File: src/rtl/hr_clk_pkg.sv
package hr_clk_pkg;
  typedef enum logic {
    RATE_FULL = 1'b0,
    RATE_HALF = 1'b1
  } rate_e;

  // counter width: bit 0 is the full-rate clock, the top bit the half-rate clock
  localparam int unsigned PHASE_W = 2;
endpackage

File: src/rtl/hr_req_sync.sv
module hr_req_sync #(
  parameter int unsigned STAGES = 2
) (
  input  logic clk_i,
  input  logic rst_ni,
  input  logic d_i,
  output logic q_o
);
  logic [STAGES-1:0] chain_q;

  generate
    if (STAGES == 1) begin : g_one
      always_ff @(posedge clk_i or negedge rst_ni) begin
        if (!rst_ni) chain_q <= '0;
        else         chain_q <= d_i;
      end
    end else begin : g_many
      always_ff @(posedge clk_i or negedge rst_ni) begin
        if (!rst_ni) chain_q <= '0;
        else         chain_q <= {chain_q[STAGES-2:0], d_i};
      end
    end
  endgenerate

  assign q_o = chain_q[STAGES-1];
endmodule

File: src/rtl/hr_phase_gen.sv
module hr_phase_gen
  import hr_clk_pkg::*;
(
  input  logic clk_i,
  input  logic rst_ni,
  output logic fast_nxt_o,   // full-rate clock after this edge
  output logic slow_nxt_o,   // half-rate clock after this edge
  output logic both_low_o    // both candidates will be low after this edge
);
  logic [PHASE_W-1:0] cnt_q;
  logic [PHASE_W-1:0] cnt_d;

  assign cnt_d = cnt_q + 1'b1;

  always_ff @(posedge clk_i or negedge rst_ni) begin
    if (!rst_ni) cnt_q <= '0;
    else         cnt_q <= cnt_d;
  end

  assign fast_nxt_o = cnt_d[0];
  assign slow_nxt_o = cnt_d[PHASE_W-1];
  assign both_low_o = (cnt_d == '0);
endmodule

File: src/rtl/hr_rate_ctl.sv
module hr_rate_ctl
  import hr_clk_pkg::*;
(
  input  logic  clk_i,
  input  logic  rst_ni,
  input  logic  req_sync_i,
  input  logic  both_low_i,
  input  logic  fast_nxt_i,
  input  logic  slow_nxt_i,
  output logic  clk_q_o,
  output rate_e rate_o
);
  rate_e mode_q, mode_d;
  logic  out_q, out_d;

  // the mode may only change where both candidates start a low phase together
  always_comb begin
    mode_d = mode_q;
    if (both_low_i) mode_d = rate_e'(req_sync_i);
  end

  assign out_d = (mode_d == RATE_HALF) ? slow_nxt_i : fast_nxt_i;

  always_ff @(posedge clk_i or negedge rst_ni) begin
    if (!rst_ni) begin
      mode_q <= RATE_FULL;
      out_q  <= 1'b0;
    end else begin
      mode_q <= mode_d;
      out_q  <= out_d;
    end
  end

  assign clk_q_o = out_q;
  assign rate_o  = mode_q;
endmodule

File: src/rtl/hr_clock_switch.sv
module hr_clock_switch
  import hr_clk_pkg::*;
#(
  parameter int unsigned SYNC_STAGES = 2
) (
  input  logic clk_src_i,
  input  logic rst_ni,
  input  logic pd_req_i,
  output logic clk_o,
  output logic half_rate_o
);
  logic  req_sync;
  logic  fast_nxt, slow_nxt, both_low;
  rate_e rate;

  hr_req_sync #(.STAGES(SYNC_STAGES)) u_sync (
    .clk_i (clk_src_i),
    .rst_ni(rst_ni),
    .d_i   (pd_req_i),
    .q_o   (req_sync)
  );

  hr_phase_gen u_phase (
    .clk_i     (clk_src_i),
    .rst_ni    (rst_ni),
    .fast_nxt_o(fast_nxt),
    .slow_nxt_o(slow_nxt),
    .both_low_o(both_low)
  );

  hr_rate_ctl u_ctl (
    .clk_i     (clk_src_i),
    .rst_ni    (rst_ni),
    .req_sync_i(req_sync),
    .both_low_i(both_low),
    .fast_nxt_i(fast_nxt),
    .slow_nxt_i(slow_nxt),
    .clk_q_o   (clk_o),
    .rate_o    (rate)
  );

  assign half_rate_o = (rate == RATE_HALF);
endmodule

File: config.mk
export PLATFORM = sky130hd
export DESIGN_NAME = hr_clock_switch
export DESIGN_NICKNAME = d
export VERILOG_FILES = /design/src/rtl/hr_clk_pkg.sv /design/src/rtl/hr_req_sync.sv /design/src/rtl/hr_phase_gen.sv /design/src/rtl/hr_rate_ctl.sv /design/src/rtl/hr_clock_switch.sv
export SDC_FILE = /design/constraint.sdc
export NUM_CORES = 1
export LEC_CHECK = 0
export BUFFER_PORTS_ARGS = -buffer_cell sky130_fd_sc_hd__clkbuf_2
export CAP_MARGIN = 40
export CORE_AREA = 5 5 42 44
export CTS_CLUSTER_SIZE = 30
export DETAILED_ROUTE_END_ITERATION = 8
export DIE_AREA = 0 0 47 49
export PLACE_DENSITY = 0.39
export SLEW_MARGIN = 20
export SYNTH_ARGS = -nofsm -noshare
export SYNTH_HDL_FRONTEND = slang
export SYNTH_SLANG_ARGS = --single-unit
File: constraint.sdc
create_clock -name clk_src_i -period 3.1 [get_ports clk_src_i]
set_input_delay 0.155 -clock clk_src_i [delete_from_list [all_inputs] [get_ports clk_src_i]]
set_output_delay 0.155 -clock clk_src_i [all_outputs]
set_load 0.005 [all_outputs]
==> results of run 1 <==
-- layout by cell type, fill, tap and decap left out --
master / n
sky130_fd_sc_hd__dlygate4sd3_1: 1
sky130_fd_sc_hd__inv_1: 1
sky130_fd_sc_hd__clkbuf_2: 4
sky130_fd_sc_hd__clkbuf_4: 3
sky130_fd_sc_hd__mux2_4: 2
sky130_fd_sc_hd__dfrtp_1: 6
sky130_fd_sc_hd__ha_1: 1
-- state kept, by name (all words and copies together), names as in the netlist --
name / count
u_ctl.clk_q_o: 1
u_ctl.rate_o: 1
u_phase.cnt_q: 2
u_sync.chain_q: 2
-- synthesized netlist by cell type --
| library cell | n | area [um2] |
|---|---|---|
| sky130_fd_sc_hd__dfrtp_1 | 6 | 150 |
| sky130_fd_sc_hd__mux2_4 | 2 | 30.0 |
| sky130_fd_sc_hd__ha_1 | 1 | 12.5 |
| sky130_fd_sc_hd__inv_1 | 1 | 3.75 |
-- per-stage QoR --
stage,total power [mW],cell area (um2)
floorplan,0.0857,196
global placement,0.0897,236
detailed placement,0.0899,236
CTS,0.164,269
global route,0.176,269
finish,0.160,269
-- cell type report --
type / instances / area [um2] / area share
flip-flops and latches: 6 / 150 / 0.558
multi-input cells: 3 / 42.5 / 0.158
repair buffers: 5 / 30.0 / 0.112
clock buffers: 3 / 22.5 / 0.0837
well taps: 16 / 20.0 / 0.0744
inverters: 1 / 3.75 / 0.0140
-- how the worst min path moves through the flow --
stage                                   to
6_report       u_sync.chain_q[0]$_DFF_PN0_
5_1_grt        u_sync.chain_q[0]$_DFF_PN0_
4_1_cts        u_sync.chain_q[0]$_DFF_PN0_
3_5_place_dp        u_ctl.rate_o$_DFF_PN0_
2_1_floorplan      u_ctl.clk_q_o$_DFF_PN0_
3_3_place_gp       u_ctl.clk_q_o$_DFF_PN0_
-- power breakdown --
group | switching, mW | internal (mW) | leakage [nW]
Sequential | 0.000813 | 0.0812 | 0.0705
Combinational | 0.00298 | 0.00452 | 0.0530
Clock | 0.0271 | 0.0437 | 0.0138
-- routing by layer --
metal	GRT usage	routed length, um
met5	0	0
met4	0.0276	0
met3	0.0664	68
met2	0.0317	67
met1	0.0404	138
-- cells by family after synthesis --
logic type / after synthesis
buffers and inverters: 1
DFF: 6
adders and majority gates: 1
muxes: 2
==> flow_results.org, run 1 <==
** Layout
- The final layout contains 24 nets.
- Final instance count without filler cells :: 34
- Measured on the finished design, the core utilization comes to 0.192.
- Count of fill cells added during filler insertion :: 153
- Post-synthesis to final-layout area growth :: 36.9%
- Number of inserted diodes :: 0
- Share of layout cells above drive strength 1 :: 0.500

** CTS
- After clock tree synthesis, the clock-pin slew on the worst setup and hold paths is 0.05 ns.
- After clock tree synthesis, the setup repair step added 0 buffers.
- Max H-tree Level :: 1
- The number of hold buffers added after CTS was 1.
- Gates resized during post-CTS repair numbered 0.
- CTS root buffer :: sky130_fd_sc_hd__clkbuf_4
- Counting along the longest clock path gives a buffer depth of 2.
- The number of clock buffers added by TritonCTS is 3.
- CTS tree :: done
- Clk_lat worst skew :: between 0.2 and 0.25 ns
- Counting every sink on the clock net gives 6.

** Global route
- Overall fraction of global-route tracks in use :: 0.0397
- Entering global routing, the biggest net connects 7 pins.
- First-pass GRT wire length :: 531 um
- The total overflow left after global routing is 0.
- Initial antenna violation count :: 0
- The via count of the first global-routing pass came to 121.

** Status
- Status :: finished, final reports clean

** Floorplanning
- FP Rows :: 14
- Pin placement for this block handled 5 I/O pins.
- Measured along the y axis, the die boundary spans 49 um.
- The total area inside the core boundary comes to 1400 um2.
- Die W :: 47 um
- Starting density of the core :: 0.140
- Die Footprint :: 2300 um2

** Route
- Using the TritonRoute via totals, the vias-per-cell ratio works out to 2.91.
- Remaining number of nets flagged by the antenna check after routing :: 0
- Wire length per cell :: 8.06 um
- Number of remaining DRC errors :: 0
- Aggregate routed wire length :: around 270 um
- Length of the first detailed-routing pass in iterations :: 2
- Number of violations reported at the end of detailed-routing iteration 0 :: 10
- The routed layout has 99 vias.

** Timing
- Post-route clock period utilization :: 0.416
- Sum Neg Setup Slack :: 0 ns
- Max Transition Viols Final :: 0
- Once routing completed, OpenROAD measured the worst setup slack at 1.81 ns.
- Hold timing on the final database bottoms out at a slack of 0.0237 ns.
- The worst pin sits at a relative slew slack of 0.899.
- Derived from the worst setup path, the maximum achievable clock frequency is approximately 0.78 GHz.
- Setup repair after global routing left no endpoint under its margin.
- For the pin with the worst max-slew slack, the measured transition is approximately 0.15 ns.
- Setup violations remaining at the end of the flow were counted as 0.
- Crit path time final :: about 1.3 ns
- Worst-case clock skew :: 0.00555 ns
- Final Hold Violating Endpoints :: 0

** Worst setup path
- Broken down by cell family, the worst path's largest delay share belongs to multiplexers.
- Standard cell with the maximum stage delay on the critical path :: sky130_fd_sc_hd__dfrtp_1
- The critical path is of the reg2reg type.
- STA classifies the critical path startpoint as a flip-flop.
- The most critical setup path has its startpoint at u_phase.cnt_q[0]$_DFF_PN0_.
- Startpoint of the worst-slack reg-to-reg timing path :: u_phase.cnt_q[0]$_DFF_PN0_
- Of all nets on the critical path, the largest fanout is 2.
- End of the worst register-to-register path :: u_ctl.clk_q_o$_DFF_PN0_
- End of the critical path :: u_ctl.clk_q_o$_DFF_PN0_
- Maximum cell stage delay along the critical path :: approximately 0.37 ns
- At the worst endpoint, the required time is 3.23 ns.
- Buffers plus inverters on the worst setup path :: 0
- Number of cells on the critical path :: 3
- The worst setup path is captured at a flip-flop.
- Library cell appearing most often on the critical path :: sky130_fd_sc_hd__mux2_4
- Worst path arrival time :: 1.42 ns
- The number of cells on the worst reg-to-reg path is 3.
- Crit path cell chain :: ha_1 -> mux2_4 -> mux2_4
- In this run the register-to-register setup slack is 1.81 ns.

** Synth
- Of the total synthesized cell area, the portion taken by full adders, half adders and majority gates is 0.0637.
- Number of distinct library cells after synthesis :: 4
- Multiplexer share of the synthesized area :: 0.153
- For this run, the register share of the synthesized area comes to 0.764.
- Xor/xnor cell area share of the yosys netlist :: 0
- Synthesized area :: around 200 um2
- Synthesized-area fraction occupied by and/or/nand/nor cells :: 0
- The post-synthesis compound-gate area fraction is 0.
- Dominant combinational cell family by area after synthesis :: multiplexers
- Synthesized net count :: 14
- Warnings, synthesis :: 0
- Syn Inst Count :: 10
- FF+latch count, synth :: 6
- Post-synthesis average cell area :: approximately 20 um2

** Place
- Final weighted congestion of routability-driven global placement :: 0.622
- OpenSTA, run right after detailed placement, puts the worst setup slack at between 1.5 and 2 ns.
- The number of placed instances, taps included, is 30.
- Number of I/O port buffers :: 4

** Power and ir drop
- Summed over all cells, the static leakage comes to 0.137 nW.
- Worst vdd ir :: 0.000241 V
- Total power divided by cell area :: 596 nW/um2

** Flow run
- Max-cap violations in this run came to 0.

** Min path
- Path type of the worst min-delay path :: in2reg
- Beginning of the worst hold path :: pd_req_i
- Along the worst hold path, the cell count comes to 1.
Note: power is estimated with default switching activity, not from simulation.
==> inputs of run 2 (changes only) <==
--- a/config.mk
+++ b/config.mk
@@ -11,7 +11,7 @@
 export CTS_CLUSTER_SIZE = 30
 export DETAILED_ROUTE_END_ITERATION = 8
 export DIE_AREA = 0 0 47 49
-export PLACE_DENSITY = 0.39
+export PLACE_DENSITY = 0.4
 export SLEW_MARGIN = 20
 export SYNTH_ARGS = -nofsm -noshare
 export SYNTH_HDL_FRONTEND = slang
==> constraint.sdc (replaced) <==
create_clock -name clk_src_i -period 1.1 [get_ports clk_src_i]
set_input_delay 0.055 -clock clk_src_i [delete_from_list [all_inputs] [get_ports clk_src_i]]
set_output_delay 0.055 -clock clk_src_i [all_outputs]
set_load 0.005 [all_outputs]
==> flow_results.org, run 2 (synthesis results as in run 1) <==
** Min path
- Path type of the worst min-delay path :: in2async

** Timing
- The actual transition at the worst max-transition pin came to 0.150 ns (-0.00131 ns).
- Setup repair after global routing could not meet its margin everywhere.
- The ratio of final minimum period to clock period came to 1.15 (+0.737).
- The worst clock skew came to 0.00920 ns (+0.00365 ns).
- The fmax was 0.789 GHz (+1.6%).
- Remaining max-slew budget at the tightest pin :: 0.900 (about the same)
- The setup slack after layout was -0.168 ns (-1.98 ns).
- The final-report max-slew violation count was 0 (unchanged).
- Final setup viols :: 1 (+1)
- Crit path time final :: 1.27 ns (-0.0205 ns)
- The final count of hold timing violations is 0 (unchanged).

** Floorplanning
- The die width was 47 um (unchanged).
- The overall die height was 49 um (unchanged).
- Starting density of the core :: 0.140 (unchanged)
- Num ports :: 5 (unchanged)
- FP Rows :: 14 (unchanged)
- Core region area :: 1400 um2 (unchanged)
- The die area came to 2300 um2 (unchanged).

** Worst setup path
- Standard cell with the maximum stage delay on the critical path :: sky130_fd_sc_hd__dfrtp_1
- Traced cell by cell, the critical path runs through ha_2 -> mux2_4 -> mux2_4.
- Maximum fanout along the worst path :: 2 (unchanged)
- The worst setup path is captured at a flip-flop.
- Setup slack on the worst flop-to-flop path :: -0.17 ns (-1.98 ns)
- Category of the worst setup path launch point :: flip-flop
- The largest stage delay on the critical path came to 0.38 ns (about the same).
- Crit path kind :: reg2reg
- Library cell appearing most often on the critical path :: sky130_fd_sc_hd__mux2_4
- Data required time at the worst endpoint :: 1.23 ns (-2.00 ns)
- Worst path arrival time :: 1.40 ns (-0.02 ns)

** Layout
- Commonest cells after routing, fill and taps aside :: sky130_fd_sc_hd__dfrtp_1 (6), sky130_fd_sc_hd__clkbuf_2 (4), sky130_fd_sc_hd__clkbuf_4 (3)
- Commonest non-fill, non-tap cell in the layout :: sky130_fd_sc_hd__dfrtp_1
- The number of antenna diodes came to 0 (unchanged).
- Post-layout nets :: 25 (+4.2%)
- Final instance area :: 282 um2 (+4.7%)
- The fraction of layout instances using a drive strength above 1 is 0.526 (+0.0263).
- The largest registers in the layout are u_phase.cnt_q x2, u_sync.chain_q x2.
- Post-synthesis to final-layout area growth :: 43.3%
- The core occupancy in the finished layout is 0.201 (+0.00893).

** Power and ir drop
- Pleak :: 0.140 nW (+2.3%)
- The total net switching power was 0.0889 mW (+190%).
- Worst vdd ir :: 0.000558 V (+130%)
- The switching share of power came to 0.195 (+0.00221).
- The cell internal power dissipation was 0.367 mW (+180%).
- Post-route total power :: 0.456 mW (+180%)
- Part of the power in the clock network :: 0.441 (about the same)
- The cell area power density was 1620 nW/um2 (+170%).
- Fraction of power consumed by sequential logic :: 0.507 (-0.005)
- The combinational power share was 0.052 (+0.005).

** Global route
- The met1 layer usage reported by global route came to 0.0381 (-0.00233).
- The met2 track utilization from global routing was 0.0407 (+0.00905).
- The via count of the first global-routing pass came to 137 (+13%).
- The maximum number of pins on one net before global-route repair came to 7 (unchanged).
- The initial antenna violation count is 0 (unchanged).
- Grt total ovfl :: 0 (unchanged)
- The first-pass GRT wire length was 572 um (+7.7%).
- Overall fraction of global-route tracks in use :: 0.0418 (+0.00210)
- The global routing stage identified its most utilized layer as met3.
- The met3 routing resource usage after global routing came to 0.0664 (unchanged).

** Route
- The post-detailed-route DRC marker count came to 0 (unchanged).
- The number of DRC markers after the initial detailed-route iteration was 1 (-9).
- Number of vias per cell :: 3.17 (+8.9%)
- Length of the first detailed-routing pass in iterations :: 2 (unchanged)
- The wire length after detailed routing is 310 um (+13%).
- The post-detailed-route count of antenna-violating nets is 0 (unchanged).
- Vias after detailed routing :: 111 (+12%)
- Wire length per cell :: 8.86 um (+9.9%)

** CTS
- The clock latency on the worst-skew pair was 0.24 ns (about the same).
- TritonCTS sink count :: 6 (unchanged)
- CTS root buffer :: sky130_fd_sc_hd__clkbuf_4
- The clock-pin slew on the worst setup and hold paths was 0.05 ns (about the same).
- The depth of the CTS H-tree is 1 (unchanged).
- TritonCTS built the clock tree.
- The number of buffers between clock root and the deepest sink is 2 (unchanged).
- The number of gates resized after cts was 0 (unchanged).
- The TritonCTS buffer count was 3 (unchanged).

** Place
- The cell area after placement came to 239 um2 (+1.1%).
- The count of buffers inserted at the top-level ports is 4 (unchanged).
- The placer's final routability congestion estimate came to 0.624 (+0.32%).

** Flow run
- Number of maximum-capacitance constraint violations :: 0 (unchanged)

** Status
- Failing checks :: negative setup slack
- The flow ran to the end, but the final reports show violations.
==> run 2: power groups by stage <==
stage,Clock (mW),Combinational [mW],Sequential [mW]
floorplan,0,0.00691,0.235
global placement,0,0.0185,0.235
detailed placement,0,0.0188,0.235
CTS,0.214,0.0244,0.231
global route,0.238,0.0271,0.231
finish,0.201,0.0237,0.231
==> run 2: layout make-up <==
type                       count  area [um2]
sequential                     6         150
timing repair buffer           6        40.0
tap                           16        20.0
inverter                       1        3.75
clock buffer                   3        22.5
fill                         159        1120
multi-input combinational      3        45.0
==> run 2: path summary, 6_finish.rpt <==
| path | start | end | cells past startpoint |
|---|---|---|---|
| setup / recovery | u_phase.cnt_q[0]$_DFF_PN0_ | u_ctl.clk_q_o$_DFF_PN0_ | 3 |
| min in group clk_src_i | u_sync.chain_q[0]$_DFF_PN0_ | u_sync.chain_q[1]$_DFF_PN0_ | 0 |
| setup reg to reg | u_phase.cnt_q[0]$_DFF_PN0_ | u_ctl.clk_q_o$_DFF_PN0_ | 3 |
| hold / removal | rst_ni | u_ctl.clk_q_o$_DFF_PN0_ | 2 |
| max in group asynchronous | rst_ni | u_sync.chain_q[0]$_DFF_PN0_ | 2 |
| hold reg to reg | u_sync.chain_q[0]$_DFF_PN0_ | u_sync.chain_q[1]$_DFF_PN0_ | 0 |
==> run 2: timing repair <==
item	CTS	global route
pin swaps	0	0
hold endpoints to repair	7	0
buffers inserted	0	0
hold buffers	2	0
endpoints found under the setup margin	1	1
gates cloned	0	0
==> run 2: stage by stage <==
| stage | instances | TNS [ns] | setup WS (ns) | hold WS (ns) |
|---|---|---|---|---|
| final | 35 | -0.168 | -0.168 | 0.176 |
| after global routing | 35 | -0.206 | -0.206 | 0.197 |
| after CTS | 35 | -0.173 | -0.173 | 0.173 |
| after detailed placement | 30 | -0.170 | -0.170 | -0.111 |
| after global placement | 30 | -0.146 | -0.146 | -0.118 |
| after floorplan | 10 | -0.137 | -0.137 | -0.241 |
==> run 2: critical path, delay by kind of cell (launching register included) <==
family | cells | cell delay (ns)
multiplexers | 2 | 0.59
flip-flops | 1 | 0.38
adder cells (fa/ha/maj) | 1 | 0.18
==> run 2: per-layer routing <==
| layer | part of all wire | up-vias |
|---|---|---|
| met4 | 0.019 | 0 |
| met5 | 0 | - |
| met1 | 0.46 | 50 |
| li1 | - | 52 |
| met2 | 0.35 | 7 |
| met3 | 0.16 | 2 |
==> inputs of run 3 (changes only) <==
--- a/config.mk
+++ b/config.mk
@@ -7,11 +7,14 @@
 export LEC_CHECK = 0
 export BUFFER_PORTS_ARGS = -buffer_cell sky130_fd_sc_hd__clkbuf_2
 export CAP_MARGIN = 40
+export CELL_PAD_IN_SITES_DETAIL_PLACEMENT = 0
+export CELL_PAD_IN_SITES_GLOBAL_PLACEMENT = 2
 export CORE_AREA = 5 5 42 44
 export CTS_CLUSTER_SIZE = 30
 export DETAILED_ROUTE_END_ITERATION = 8
 export DIE_AREA = 0 0 47 49
-export PLACE_DENSITY = 0.4
+export PLACE_DENSITY = 0.48
+export REMOVE_ABC_BUFFERS = 1
 export SLEW_MARGIN = 20
 export SYNTH_ARGS = -nofsm -noshare
 export SYNTH_HDL_FRONTEND = slang
==> flow_results.org, run 3 (synthesis results as in run 1) <==
** Floorplanning
- The number of cell rows came to 14 (unchanged).
- The overall die height came to 49 um (unchanged).
- The number of top-level design ports was 5 (unchanged).
- Die Footprint :: 2300 um2 (unchanged)
- Starting density of the core :: 0.140 (unchanged)
- The area of the placeable core came to 1400 um2 (unchanged).
- The die width was 47 um (unchanged).

** CTS
- TritonCTS built the clock tree.
- Clk_lat worst skew :: 0.24 ns (about the same)
- CTS buffer count :: 3 (unchanged)
- CTS root buffer :: sky130_fd_sc_hd__clkbuf_4
- The depth of the CTS H-tree is 1 (unchanged).
- The TritonCTS sink count came to 6 (unchanged).
- Clk buf depth :: 2 (unchanged)
- Clock-pin slew on the worst setup and hold paths :: 0.05 ns (about the same)

** Route
- The via count was 113 (+1.8%).
- The post-detailed-route count of antenna-violating nets is 0 (unchanged).
- The post-detailed-route DRC marker count is 0 (unchanged).
- The mean number of vias per cell was 3.14 (-1.0%).
- Number of violations reported at the end of detailed-routing iteration 0 :: 0 (-1)
- The number of detailed-routing iterations run before antenna repair is 1 (-1).
- Aggregate routed wire length :: 298 um (-3.9%)
- Wire length per cell :: 8.28 um (-6.5%)

** Global route
- The first-pass GRT wire length is 579 um (+1.2%).
- The via count of the first global-routing pass is 146 (+6.6%).
- Overall fraction of global-route tracks in use :: 0.0418 (about the same)
- Grt total ovfl :: 0 (unchanged)
- Pin count of the biggest net entering global routing :: 7 (unchanged)
- The initial antenna violation count was 0 (unchanged).

** Worst setup path
- Maximum cell stage delay along the critical path :: 0.37 ns (about the same)
- Tracing the worst setup path back leads to its startpoint at u_phase.cnt_q[0]$_DFF_PN0_.
- In this run the critical register-to-register path is captured at u_ctl.clk_q_o$_DFF_PN0_.
- STA classifies the critical path startpoint as a flip-flop.
- The slack of the worst reg-to-reg path was -0.15 ns (+0.02 ns).
- The worst setup path is of the reg2reg kind.
- Startpoint of the worst-slack reg-to-reg timing path :: u_phase.cnt_q[0]$_DFF_PN0_
- The worst setup path is captured at a flip-flop.
- Register-to-Register Path Depth :: 3 (unchanged)
- Traced cell by cell, the critical path runs through ha_2 -> mux2_4 -> mux2_4.
- The data arrival time of the worst path came to 1.38 ns (-0.02 ns).
- Maximum fanout along the worst path :: 2 (unchanged)
- Among the stages of the critical path, the cell type that occurs most often is sky130_fd_sc_hd__mux2_4.
- Standard cell with the maximum stage delay on the critical path :: sky130_fd_sc_hd__dfrtp_1
- Data required time at the worst endpoint :: 1.23 ns (about the same)

** Place
- Number of instances in the placed design :: 30 (unchanged)
- The count of buffers inserted at the top-level ports is 4 (unchanged).
- The placer's final routability congestion estimate was 0.611 (-2.1%).

** Timing
- Crit path time final :: 1.25 ns (-0.0157 ns)
- Max Transition Viols Final :: 0 (unchanged)
- Final Hold Violating Endpoints :: 0 (unchanged)
- Sum Neg Setup Slack :: -0.152 ns (+0.0157 ns)
- The worst relative slew slack was 0.897 (-0.00267).
- The setup slack after layout was -0.152 ns (+0.0157 ns).
- The count of endpoints failing setup in the final report is 1 (unchanged).
- Worst Hold Margin :: 0.166 ns (-0.00918 ns)
- Setup repair after global routing missed its margin :: true
- Highest attainable clock frequency :: 0.799 GHz (+1.3%)
- The ratio of final minimum period to clock period came to 1.14 (-0.0142).
- Worst-case clock skew :: 0.00574 ns (-0.00346 ns)
- Least-Margin Pin Slew :: 0.154 ns (+0.00400 ns)

** Layout
- Post-synthesis to final-layout area growth :: 47.1%
- The largest registers in the layout are u_phase.cnt_q x2, u_sync.chain_q x2.
- Sequential cell area :: 150 um2 (unchanged)
- The number of nets in the layout is 26 (+4.0%).
- Final instance count without filler cells :: 36 (+2.9%)
- The multi-input combinational cell area came to 45.0 um2 (unchanged).
- The library cell used most frequently in the layout, excluding fill and tap cells, is sky130_fd_sc_hd__dfrtp_1.
- Number of inserted diodes :: 0 (unchanged)
- Count of fill cells added during filler insertion :: 156 (-1.9%)
- The library cells used most frequently in the layout, excluding fill and tap cells, are sky130_fd_sc_hd__dfrtp_1 (6), sky130_fd_sc_hd__clkbuf_2 (4), sky130_fd_sc_hd__clkbuf_4 (3).
- Share of layout cells above drive strength 1 :: 0.550 (+0.0237)

** Status
- The flow ran to the end, but the final reports show violations.
- The final reports fail on negative setup slack.

** Flow run
- The max capacitance violation total was 0 (unchanged).

** Power and ir drop
- The final total power is 0.455 mW (-0.13%).
- Total power divided by cell area :: 1580 nW/um2 (-2.7%)
- Pleak :: 0.145 nW (+3.0%)
- Worst vdd ir :: 0.000626 V (+12%)

** Min path
- Path type of the worst min-delay path :: in2async
-- run 3: cell types whose count changed in the layout (fill, tap and decap cells not counted) --
cell | previous run | this run
sky130_fd_sc_hd__buf_4 | 0 | 1
-- run 3: what timing repair did --
action                                  4_1_cts  5_1_grt
buffers inserted                              0        1
endpoints found under the setup margin        1        1
hold endpoints to repair                      7        0
pin swaps                                     1        0
resized for setup                             1        0
cloned                                        0        0
hold buffers                                  2        0
-- run 3: area by class of cell --
class,instances,share of cell area
Sequential cell,6,0.519
Timing Repair Buffer,7,0.165
Multi-Input combinational cell,3,0.156
Clock buffer,3,0.0779
Tap cell,16,0.0693
Inverter,1,0.0130
-- run 3: layer usage --
metal,up-vias,track usage,part of all wire,wire length (um)
li1,52,-,-,-
met1,54,0.0427,0.51,152
met2,7,0.0430,0.32,94
met3,0,0.0664,0.17,51
met4,0,0.0138,0,0
met5,-,0,0,0
-- run 3: worst max path at each step --
stage / end / slack, ns / cells after the start
2_1_floorplan: u_ctl.clk_q_o$_DFF_PN0_ / -0.17 / 3
3_3_place_gp: u_ctl.clk_q_o$_DFF_PN0_ / -0.19 / 3
3_5_place_dp: u_ctl.clk_q_o$_DFF_PN0_ / -0.20 / 3
4_1_cts: u_ctl.clk_q_o$_DFF_PN0_ / -0.16 / 3
5_1_grt: u_ctl.clk_q_o$_DFF_PN0_ / -0.20 / 3
6_report: u_ctl.clk_q_o$_DFF_PN0_ / -0.15 / 3
-- run 3: through the flow --
step	instance area, um2	utilization	setup slack [ns]
2_1_floorplan	196	-	-0.173
3_3_place_gp	236	0.169	-0.186
3_5_place_dp	236	0.169	-0.198
4_1_cts	282	0.201	-0.162
5_1_grt	289	0.206	-0.204
6_report	289	0.206	-0.152
-- run 3: power breakdown --
group	internal [mW]	switching [mW]
combinational	0.0150	0.00890
clock	0.123	0.0771
sequential	0.229	0.00230
-- run 3: worst max-delay path, delay by kind of cell (launching register included) --
| family | cells | cell delay [ns] |
|---|---|---|
| fa+ha+maj | 1 | 0.18 |
| mux | 2 | 0.59 |
| flops | 1 | 0.37 |
